`config.mk`:
```
export PLATFORM = sky130hd
export DESIGN_NAME = adc_frame_builder
export DESIGN_NICKNAME = d
export VERILOG_FILES = /design/src/rtl/adcfb_pkg.sv /design/src/rtl/adcfb_prbs.sv /design/src/rtl/adcfb_crc.sv /design/src/rtl/adcfb_packer.sv /design/src/rtl/adcfb_serout.sv /design/src/rtl/adc_frame_builder.sv
export SDC_FILE = /design/constraint.sdc
export NUM_CORES = 1
export LEC_CHECK = 0
export BUFFER_PORTS_ARGS = -buffer_cell sky130_fd_sc_hd__buf_2
export CAP_MARGIN = 10
export CORE_ASPECT_RATIO = 1.4
export CORE_MARGIN = 2
export CORE_UTILIZATION = 40
export CTS_BUF_LIST = sky130_fd_sc_hd__clkbuf_2 sky130_fd_sc_hd__clkbuf_4 sky130_fd_sc_hd__clkbuf_8
export CTS_CLUSTER_SIZE = 8
export DETAILED_ROUTE_END_ITERATION = 8
export PLACE_DENSITY = 0.7
export REMOVE_ABC_BUFFERS = 1
export SLEW_MARGIN = 20
export SYNTH_ARGS = -nofsm -noshare
export SYNTH_HDL_FRONTEND = slang
export SYNTH_SLANG_ARGS = --single-unit
```
`constraint.sdc`:
```
create_clock -name clk -period 4.55 [get_ports clk]
set_input_delay 0.455 -clock clk [delete_from_list [all_inputs] [get_ports clk]]
set_output_delay 0.455 -clock clk [all_outputs]
set_load 0.01 [all_outputs]
```
`src/rtl/adcfb_pkg.sv`:
```
package adcfb_pkg;
  localparam int unsigned CH_N       = 8;
  localparam int unsigned SLOT_W     = 14;
  localparam int unsigned DATA_W     = 12;
  localparam int unsigned CRC_W      = 16;
  localparam int unsigned HDR_W      = 8;
  localparam int unsigned MARK_W     = 4;
  localparam int unsigned WORD_W     = 30;
  localparam int unsigned WORDS      = 4;
  localparam int unsigned PRBS_W     = 7;
  localparam int unsigned FRAME_W    = WORD_W * WORDS;
  localparam logic [3:0]  HDR_MARK   = 4'b0101;
  localparam logic [6:0]  PRBS_SEED  = 7'h5A;
  localparam logic [15:0] CRC_POLY   = 16'h1021;
  localparam logic [15:0] CRC_INIT   = 16'hFFFF;

  typedef enum logic {
    MODE_DATA = 1'b0,
    MODE_CAL  = 1'b1
  } frame_mode_e;
endpackage

```
`src/rtl/adcfb_prbs.sv`:
```
module adcfb_prbs #(
  parameter int unsigned W     = 7,
  parameter int unsigned OUT_W = 4,
  parameter int unsigned TAP_A = 6,
  parameter int unsigned TAP_B = 5,
  parameter logic [W-1:0] SEED = 7'h5A
) (
  input  logic             clk,
  input  logic             rst,
  input  logic             adv_i,
  output logic [OUT_W-1:0] bits_o
);
  logic [W-1:0] state_q;

  always_ff @(posedge clk) begin
    if (rst)        state_q <= SEED;
    else if (adv_i) state_q <= {state_q[W-2:0], state_q[TAP_A] ^ state_q[TAP_B]};
  end

  assign bits_o = state_q[OUT_W-1:0];

  // the sequence never falls into the all-zero lock-up state
  a_r4_lfsr_nonzero: assert property (@(posedge clk) disable iff (rst)
    state_q != '0);
  // one step per frame, no motion in between
  a_r4_lfsr_steps: assert property (@(posedge clk) disable iff (rst)
    adv_i |=> state_q != $past(state_q));
  a_r4_lfsr_holds: assert property (@(posedge clk) disable iff (rst)
    !adv_i |=> $stable(state_q));
endmodule

```
`src/rtl/adcfb_crc.sv`:
```
module adcfb_crc #(
  parameter int unsigned  DATA_W = 96,
  parameter int unsigned  CRC_W  = 16,
  parameter logic [CRC_W-1:0] POLY = 16'h1021,
  parameter logic [CRC_W-1:0] INIT = 16'hFFFF
) (
  input  logic [DATA_W-1:0] data_i,
  output logic [CRC_W-1:0]  crc_o
);
  // Bit-serial definition unrolled into one combinational cone, MSB first
  always_comb begin
    logic [CRC_W-1:0] acc;
    logic             fb;
    acc = INIT;
    for (int i = DATA_W - 1; i >= 0; i--) begin
      fb  = acc[CRC_W-1] ^ data_i[i];
      acc = {acc[CRC_W-2:0], 1'b0} ^ (fb ? POLY : '0);
    end
    crc_o = acc;
  end
endmodule

```
`src/rtl/adcfb_packer.sv`:
```
module adcfb_packer #(
  parameter int unsigned CH_N    = 8,
  parameter int unsigned SLOT_W  = 14,
  parameter int unsigned DATA_W  = 12,
  parameter int unsigned HDR_W   = 8,
  parameter int unsigned CRC_W   = 16,
  parameter int unsigned FRAME_W = 120,
  parameter logic [CRC_W-1:0] POLY = 16'h1021,
  parameter logic [CRC_W-1:0] INIT = 16'hFFFF
) (
  input  logic [HDR_W-1:0]       hdr_i,
  input  logic [CH_N*SLOT_W-1:0] samples_i,
  input  logic                   cal_i,
  output logic [FRAME_W-1:0]     frame_o
);
  localparam int unsigned PL_W = CH_N * DATA_W;

  logic [PL_W-1:0]  data_pl;
  logic [CRC_W-1:0] crc;

  // Slot position p holds channel CH_N-1-p; the same position carries over
  // to the narrow payload, so channel 0 stays at the top.
  for (genvar p = 0; p < CH_N; p++) begin : g_slot
    assign data_pl[p*DATA_W +: DATA_W] = samples_i[p*SLOT_W +: DATA_W];
  end

  adcfb_crc #(
    .DATA_W(PL_W), .CRC_W(CRC_W), .POLY(POLY), .INIT(INIT)
  ) u_crc (
    .data_i(data_pl),
    .crc_o (crc)
  );

  always_comb begin
    if (cal_i) frame_o = {hdr_i, samples_i};
    else       frame_o = {hdr_i, data_pl, crc};
  end
endmodule

```
`src/rtl/adcfb_serout.sv`:
```
module adcfb_serout #(
  parameter int unsigned WORD_W  = 30,
  parameter int unsigned WORDS   = 4,
  parameter int unsigned FRAME_W = 120
) (
  input  logic               clk,
  input  logic               rst,
  input  logic [FRAME_W-1:0] frame_i,
  output logic               load_o,
  output logic [WORD_W-1:0]  word_o,
  output logic               sof_o
);
  localparam int unsigned CNT_W = (WORDS > 1) ? $clog2(WORDS) : 1;
  localparam logic [CNT_W-1:0] LAST = CNT_W'(WORDS - 1);

  logic [CNT_W-1:0]   cnt_q;
  logic [FRAME_W-1:0] sh_q;

  assign load_o = (cnt_q == LAST);

  always_ff @(posedge clk) begin
    if (rst) begin
      cnt_q <= LAST;
      sh_q  <= '0;
      sof_o <= 1'b0;
    end else if (load_o) begin
      cnt_q <= '0;
      sh_q  <= frame_i;
      sof_o <= 1'b1;
    end else begin
      cnt_q <= cnt_q + 1'b1;
      sh_q  <= {sh_q[FRAME_W-WORD_W-1:0], {WORD_W{1'b0}}};
      sof_o <= 1'b0;
    end
  end

  assign word_o = sh_q[FRAME_W-1 -: WORD_W];

  // strobe follows every load and nothing else
  a_r2_sof_after_load: assert property (@(posedge clk) disable iff (rst)
    load_o |=> sof_o);
  a_r2_no_stray_sof: assert property (@(posedge clk) disable iff (rst)
    !load_o |=> !sof_o);
  a_r2_sof_single: assert property (@(posedge clk) disable iff (rst)
    sof_o |=> !sof_o);
endmodule

```
`src/rtl/adc_frame_builder.sv`:
```
module adc_frame_builder
  import adcfb_pkg::*;
#(
  parameter int unsigned P_CH_N   = CH_N,
  parameter int unsigned P_SLOT_W = SLOT_W,
  parameter int unsigned P_DATA_W = DATA_W,
  parameter int unsigned P_WORD_W = WORD_W,
  parameter int unsigned P_WORDS  = WORDS,
  parameter logic [PRBS_W-1:0] P_SEED = PRBS_SEED
) (
  input  logic                       clk,
  input  logic                       rst,
  input  logic                       cal_mode_i,
  input  logic [P_CH_N*P_SLOT_W-1:0] samples_i,
  output logic [P_WORD_W-1:0]        word_o,
  output logic                       sof_o
);
  localparam int unsigned F_W   = P_WORD_W * P_WORDS;
  localparam int unsigned PRN_W = HDR_W - MARK_W;

  logic             load;
  logic [PRN_W-1:0] prn;
  logic [F_W-1:0]   frame;
  frame_mode_e      mode;

  assign mode = frame_mode_e'(cal_mode_i);

  adcfb_prbs #(
    .W(PRBS_W), .OUT_W(PRN_W), .TAP_A(6), .TAP_B(5), .SEED(P_SEED)
  ) u_prbs (
    .clk(clk), .rst(rst), .adv_i(load), .bits_o(prn)
  );

  adcfb_packer #(
    .CH_N(P_CH_N), .SLOT_W(P_SLOT_W), .DATA_W(P_DATA_W), .HDR_W(HDR_W),
    .CRC_W(CRC_W), .FRAME_W(F_W), .POLY(CRC_POLY), .INIT(CRC_INIT)
  ) u_pack (
    .hdr_i    ({HDR_MARK, prn}),
    .samples_i(samples_i),
    .cal_i    (mode == MODE_CAL),
    .frame_o  (frame)
  );

  adcfb_serout #(
    .WORD_W(P_WORD_W), .WORDS(P_WORDS), .FRAME_W(F_W)
  ) u_ser (
    .clk(clk), .rst(rst), .frame_i(frame),
    .load_o(load), .word_o(word_o), .sof_o(sof_o)
  );

  // every header word carries the fixed marker
  a_r3_header_mark: assert property (@(posedge clk) disable iff (rst)
    sof_o |-> word_o[P_WORD_W-1 -: MARK_W] == HDR_MARK);
endmodule

```
# [Word level (Yosys, flattened, before mapping)]
# Cells that the tools add are included.
[totals] output_inout_bits=31 elab_cells=301 reg_bits=130
[op_classes] eq_ne=1 mux=100 add_sub_neg=1 reduce_logical=1 bitwise_logic=193
[ops] cell="XOR 16 x 13 -> 16 bit" n=95
[ops] cell="2-to-1 mux 13 bit" n=96
[ops] cell="2-to-1 mux 120 bit" n=1
[ops] cell="2-to-1 mux 112 bit" n=1
[ops] cell="XOR 1 bit" n=96
[ops] cell="inverter 12 -> 15 bit" n=1
[ops] cell="adder 2 x 1 -> 2 bit (second input constant)" n=1
[ops] cell="equality test 2 bit (second input constant)" n=1
[ops] cell="2-to-1 mux 2 bit" n=1
[ops] cell="OR reduction 2 bit" n=1
[ops] cell="2-to-1 mux 1 bit" n=1
[ops] cell="inverter 1 bit" n=1

# [Logic depth before layout (Yosys ltp)]
[logic_depth] ltp_word=289 mapped_depth=14 mapped_depth_nobuf=13

# [Hierarchy]
# From an unflattened synthesis, not the netlist that was laid out.
[unflattened] cells_unflattened=825 hier_area_um2=10112.2
[modules_own_cells] mod="adcfb_serout" seq_area_each_um2=2462.4 area_per_inst_um2=4372.9 cells_each=392 instances=1
[modules_own_cells] mod="adcfb_crc" seq_area_each_um2=0.0 area_per_inst_um2=3998.8 cells_each=272 instances=1
[modules_own_cells] mod="adcfb_packer" seq_area_each_um2=0.0 area_per_inst_um2=1433.9 cells_each=132 instances=1
[modules_own_cells] mod="adcfb_prbs" seq_area_each_um2=140.1 area_per_inst_um2=299.0 cells_each=27 instances=1
[modules_own_cells] mod="adc_frame_builder" seq_area_each_um2=0.0 area_per_inst_um2=7.5 cells_each=2 instances=1

# [Worst setup path before layout]
# Ideal clock, no wire load.
[synth_timing] path_kind="input port to flip-flop" start="in samples_i[107]" end="reg u_ser.sh_q[15]" arrival_time_ns=4.849 setup_ns=0.116 n_path_buf=1 slack_ns=-0.415 path_stages=14 path_cell_list="buf_6 -> xor3_2 -> xnor3_2 -> xnor3_2 -> xnor2_2 -> xnor3_1 -> xnor3_1 -> xnor3_1 -> xnor3_2 -> xnor3_2 -> xnor3_2 -> xnor3_1 -> nor2_1 -> nor2_1"
[synth_via] elab_chain_cells=135 word_cells_on_any_way=223 cone_classes="mux: 65; bitwise: 158"
[synth_rtl] item="start: declaration" line_no="adc_frame_builder.sv:14" rtl="input logic [P_CH_N*P_SLOT_W-1:0] samples_i,"
[synth_rtl] item="XOR 1 bit (*)" line_no="adcfb_crc.sv:16" rtl="fb = acc[CRC_W-1] ^ data_i[i];"
[synth_rtl] item="2-to-1 mux 13 bit (*)" line_no="adcfb_crc.sv:17" rtl="acc = {acc[CRC_W-2:0], 1'b0} ^ (fb ? POLY : '0);"
[synth_rtl] item="XOR 16 x 13 -> 16 bit (*) (4 in series)" line_no="adcfb_crc.sv:17"
[synth_rtl] item="XOR 1 bit / XOR 16 x 13 -> 16 bit (equally long branches)" line_no="adcfb_crc.sv:16, adcfb_crc.sv:17"
[synth_rtl] item="2-to-1 mux 13 bit / XOR 16 x 13 -> 16 bit (equally long branches)" line_no="adcfb_crc.sv:17"
[synth_rtl] item="XOR 16 x 13 -> 16 bit (*) (4 in series)" line_no="adcfb_crc.sv:17"
[synth_rtl] item="XOR 1 bit / XOR 16 x 13 -> 16 bit (equally long branches)" line_no="adcfb_crc.sv:16, adcfb_crc.sv:17"
[synth_rtl] item="2-to-1 mux 13 bit (tied with other cells)" line_no="adcfb_crc.sv:17"
[synth_rtl] item="(+90 left out)"
[synth_rtl] item="XOR 16 x 13 -> 16 bit (*) (4 in series)" line_no="adcfb_crc.sv:17"
[synth_rtl] item="XOR 1 bit / XOR 16 x 13 -> 16 bit (equally long branches)" line_no="adcfb_crc.sv:16, adcfb_crc.sv:17"
[synth_rtl] item="2-to-1 mux 13 bit (tied with other cells)" line_no="adcfb_crc.sv:17"
[synth_rtl] item="XOR 16 x 13 -> 16 bit (*) (11 in series)" line_no="adcfb_crc.sv:17"
[synth_rtl] item="XOR 1 bit / XOR 16 x 13 -> 16 bit (equally long branches)" line_no="adcfb_crc.sv:16, adcfb_crc.sv:17"
[synth_rtl] item="2-to-1 mux 13 bit (tied with other cells)" line_no="adcfb_crc.sv:17"
[synth_rtl] item="XOR 16 x 13 -> 16 bit (*) (11 in series)" line_no="adcfb_crc.sv:17"
[synth_rtl] item="2-to-1 mux 112 bit (*)" line_no="adcfb_packer.sv:35" rtl="if (cal_i) frame_o = {hdr_i, samples_i};"
[synth_rtl] item="end signal: assignment" line_no="adcfb_serout.sv:28" rtl="sh_q <= frame_i;"
[synth_rtl] item="end signal: assignment" line_no="adcfb_serout.sv:32" rtl="sh_q <= {sh_q[FRAME_W-WORD_W-1:0], {WORD_W{1'b0}}};"
[synth_rtl] item="end: declaration" line_no="adcfb_serout.sv:17" rtl="logic [FRAME_W-1:0] sh_q;"
# Mark *: on every way between the ends. The rest lies on a longest branch, timed or not.
# A chain may end at the register's enable or synchronous reset.

# [Worst setup path after layout]
[layout_timing] start="in samples_i[103]" end="reg u_ser.sh_q[2]"
[layout_via] elab_chain_cells=133 word_cells_on_any_way=207 cone_classes="mux: 59; bitwise: 148"
[layout_rtl] item="XOR 1 bit (*)" line_no="adcfb_crc.sv:16"
[layout_rtl] item="2-to-1 mux 13 bit (*)" line_no="adcfb_crc.sv:17"
[layout_rtl] item="XOR 16 x 13 -> 16 bit (*) (4 in series)" line_no="adcfb_crc.sv:17"
[layout_rtl] item="XOR 1 bit / XOR 16 x 13 -> 16 bit (equally long branches)" line_no="adcfb_crc.sv:16, adcfb_crc.sv:17"
[layout_rtl] item="2-to-1 mux 13 bit / XOR 16 x 13 -> 16 bit (equally long branches)" line_no="adcfb_crc.sv:17"
[layout_rtl] item="XOR 16 x 13 -> 16 bit (*) (4 in series)" line_no="adcfb_crc.sv:17"
[layout_rtl] item="XOR 1 bit / XOR 16 x 13 -> 16 bit (equally long branches)" line_no="adcfb_crc.sv:16, adcfb_crc.sv:17"
[layout_rtl] item="2-to-1 mux 13 bit (tied with other cells)" line_no="adcfb_crc.sv:17"
[layout_rtl] item="(+96 left out)"
[layout_rtl] item="XOR 16 x 13 -> 16 bit (*) (4 in series)" line_no="adcfb_crc.sv:17"
[layout_rtl] item="XOR 1 bit / XOR 16 x 13 -> 16 bit (equally long branches)" line_no="adcfb_crc.sv:16, adcfb_crc.sv:17"
[layout_rtl] item="2-to-1 mux 13 bit (tied with other cells)" line_no="adcfb_crc.sv:17"
[layout_rtl] item="XOR 16 x 13 -> 16 bit (*) (11 in series)" line_no="adcfb_crc.sv:17"
[layout_rtl] item="XOR 1 bit (*)" line_no="adcfb_crc.sv:16"
[layout_rtl] item="2-to-1 mux 13 bit (*)" line_no="adcfb_crc.sv:17"
[layout_rtl] item="XOR 16 x 13 -> 16 bit (*) (3 in series)" line_no="adcfb_crc.sv:17"
[layout_rtl] item="2-to-1 mux 112 bit (*)" line_no="adcfb_packer.sv:35"
# Marked as above.

==> flow_results.org <==
** Outcome
- Outcome :: completed

** Placement
- During placement, the flow inserted port buffers numbering 145.
- Routability Congestion :: 0.931
- # placed instances :: 1376
- The wire-length estimate of the detail-placed layout is 21800 µm.

** Finish
- Registers take 0.00260 mm².
- ANT cells :: 0
- Final core utilization :: 52.6%
- Synthesis-to-layout area growth :: 29.8%
- Share of layout cells above drive strength 1 :: 38.4%
- Fill cell count :: 2014
- Excluding fillers, the count of instances in the completed layout stands at 1418.
- Total area of multi-input combinational cells :: 0.00671 mm²
- After the last flow step, the layout net total stands at 1215.

** Floorplan
- From bottom edge to top edge, the die measures 185 µm.
- The floorplan step defined a die boundary enclosing 0.0248 mm².
- Once the floorplan was initialized, standard cells occupied 40.5% of the core.
- Core region area :: 0.0232 mm²
- After floorplanning, the core was divided into 66 placement rows.
- Overall die width :: 134 µm
- Number of top-level design ports :: 146

** STA
- The number of max-slew violations in the final report was 0.
- The worst path in the final design needs a cycle of 4.43 ns, including I/O delays and setup.
- Headroom to the max-slew limit came out at 34.5%.
- Across all hold checks on the routed design, the worst slack comes to 0.218 ns.
- Derived from the worst setup path, the maximum achievable clock frequency is 226 MHz.
- At the pin with the least slew margin, the transition time is 0.982 ns.
- The hold violation total from the final report was 0.
- Between clock sinks in the finished design, the worst skew comes to 0.00889 ns.
- In the finished design, the share of the clock period the worst path needs comes to 97.3%.
- Setup violations remaining at the end of the flow were counted as 0.

** Synthesis
- Yosys attributes the largest share of cell area to dfxtp_1 (28%), xnor3_1 (15%), xnor2_1 (11%).
- For this run, the number of Yosys warnings is 0.
- In the synthesized netlist the async set-or-reset flop fraction comes to 0%.
- Netlist area before placement :: 0.00941 mm²
- Number of library cell types mapped by synthesis :: 33
- In the synthesized netlist the dominant register cell turns out to be dfxtp_1.
- Synth top area share :: 27.7%
- Post-synth EDFFs :: 0
- Largest area contributor in the netlist :: dfxtp_1
- After synthesis the netlist holds a flip-flop and latch count of 130.
- Mapped Avg Cell Area :: 11.0 µm²
- Summing the sequential cell areas from Yosys gives 27.7% of the chip area.
- Instance count of the mapped netlist :: 856

** Clocking
- TritonCTS built the clock tree.
- Number of buffers added by the clock tree synthesis step :: 17
- The tree is rooted in a clkbuf_8.
- After clock tree synthesis, the clock-pin slew on the worst setup and hold paths is 0.08 ns.
- Maximum level of the CTS H-tree :: 4
- Hold buffer count at cts :: 0
- Deepest clock path buffer count :: 2
- The later pin in the worst-skew pair is clocked with a latency of 0.48 ns.
- Clock tree synthesis found a total of 130 sinks.

** Critical path
- Slowest cell on the critical path :: xnor3_1
- Counting stages on the worst path, the most repeated cell is buf_4.
- For this run, the slowest stage of the critical path takes 0.51 ns.
- Crit start category :: primary input
- Critical register-to-register path startpoint :: u_ser.cnt_q[0]
- Critical-path cell list :: buf_4, buf_12, xnor2_1, buf_4, buf_4, xor2_1, xnor2_1, buf_4, xnor3_1, xnor3_1, xnor2_2, xnor3_1, xnor3_1, xnor2_2, xor2_1, buf_4, xnor2_1, or3_1, a21oi_1
- Minimum setup slack among reg-to-reg paths :: 1.81 ns
- In this run the worst setup path begins at samples_i[103].
- Setup crit end kind :: register
- In this run the worst path has a maximum fanout of 5.
- At the worst endpoint, the required time is 4.97 ns.
- The endpoint identified for the worst register-to-register timing path is u_ser.sh_q[46].
- Data arrival time of the critical path :: 4.84 ns
- Worst setup path endpoint :: u_ser.sh_q[2]
- The number of cells on the worst reg-to-reg path is 5.
- The critical path is of the in -> reg type.

** Global route
- GR peak layer :: met2
- Global routing used 22.2% of the available met1 tracks.
- Across every metal layer, demand over resource in global routing totals 22.4%.
- GR Layer Usage met2 :: 44.5%
- The first global-routing pass estimated 40500 µm of wire.
- Summed over all layers, the global routing overflow is 0.
- Via count of the first global-routing pass :: 7043
- Global routing used 3.83% of the available met3 tracks.
- Maximum number of pins on one net before global-route repair :: 104
- The initial antenna violation count is 0.

** Worst hold path
- Worst hold path depth :: 3
- The tightest min-delay check is of the in -> reg type.

** Routing
- For this block, the initial DRC count from the detailed router was 390.
- Dividing the detail-routed wire length by the instance count gives 19.5 µm.
- Vias :: 6826
- For this block, the routed nets add up to 27600 µm of wire.
- Using the TritonRoute via totals, the vias-per-cell ratio works out to 4.81.
- The detail route stage leaves a number of antenna-violating nets equal to 0.
- 1st-pass router iterations :: 4
- DRC Markers :: 0

** Flow run
- The tool flagged a number of max-cap violations equal to 0.
==> timing repair <==
action                                  4_1_cts  5_1_grt
pin swaps                                     0       34
gates resized for setup                       2       61
setup buffers                                 0       10
endpoints found under the setup margin        5       12
==> layout by cell type, fill, tap and decap left out, types with 5 or more instances in the layout <==
cell      synthesis  routed
a211oi_1         83      83
a21oi_1           9       9
buf_2             5     141
buf_4            32     163
buf_6             3       5
clkbuf_8          0      18
dfxtp_1         130     130
mux2i_1         103     103
nand2_1           5       5
nor2_1          113     113
o21ai_0           8       8
xnor2_1         122      98
xnor2_2          11      32
xnor2_4           3       6
xnor3_1          61      50
xnor3_2          10      21
xor2_1           54      40
xor2_2            3      12
xor2_4            0       5
xor3_1           15      15
==> area by class of cell <==
type	count	share of cell area, %
Multi-Input combinational cell	633	54.9
Inverter	4	0.123
Clock buffer	18	2.03
Timing Repair Buffer	313	16.8
Tap cell	306	3.14
Sequential cell	130	21.3
Clock inverter	14	1.66
==> synth_stat cells, types with 5 or more instances <==
library cell and number:
xnor2_2 11, xnor3_2 10, nand2_1 5, dfxtp_1 130
a211oi_1 83, buf_2 5, xor2_1 54, o21ai_0 8
xnor2_1 122, mux2i_1 103, buf_1 13, xnor3_1 61
xor3_1 15, buf_4 32, a21oi_1 9, nor2_1 113
clkbuf_1 36
==> routing by layer <==
layer | vias up | wire length, µm
li1 | 3387 | -
met1 | 3229 | 9860
met2 | 144 | 15800
met3 | 66 | 748
met4 | 0 | 1280
met5 | - | 0
==> registers in the layout (all words and copies together), names as in the netlist <==
name	cells
u_prbs.state_q	7
u_ser.cnt_q	2
u_ser.sh_q	120
u_ser.sof_o	1
==> how the worst min path moves through the flow <==
stage / startpoint / endpoint / slack [ns]
floorplan: u_ser.sh_q[86] / u_ser.sh_q[116] / 0.41
global placement: u_ser.sh_q[86] / u_ser.sh_q[116] / 0.42
detailed placement: u_ser.sh_q[88] / u_ser.sh_q[118] / 0.43
CTS: samples_i[26] / u_ser.sh_q[26] / 0.18
global route: samples_i[27] / u_ser.sh_q[27] / 0.20
finish: samples_i[26] / u_ser.sh_q[26] / 0.22
==> stage by stage <==
stage                     setup WS [ns]  area, µm²  setup TNS, ns
after detailed placement         -0.539      11300          -6.62
after CTS                       0.00986      11700              0
after floorplan                   -1.47       8920         -27.61
final                             0.123      12200              0
after global routing            -0.0593      12200         -0.115
after global placement           -0.581      11300          -6.38
==> critical path, delay by kind of cell <==
kind                      cells  cell delay [ns]
and+or+nand+nor               1             0.31
xor gates and xnor gates     11             3.01
buffers and inverters         6             0.91
AOI/OAI and AO/OA             1             0.15
==> logic make-up (layout without fill, tap and decap cells) <==
family | after synthesis | in the layout | share of synthesized area (%)
XOR/XNOR | 283 | 283 | 41.7
AND/OR/NAND/NOR | 137 | 137 | 5.97
flip-flops | 130 | 130 | 27.7
AO/OA/AOI/OAI | 109 | 109 | 8.30
multiplexers | 103 | 103 | 11.0
buffers and inverters | 93 | 349 | 5.29
adder cells (fa/ha/maj) | 1 | 1 | 0.133
Power is left out: the tool's default activity adds up to more than one toggle a clock period on the data nets, which glitch-free logic cannot reach.
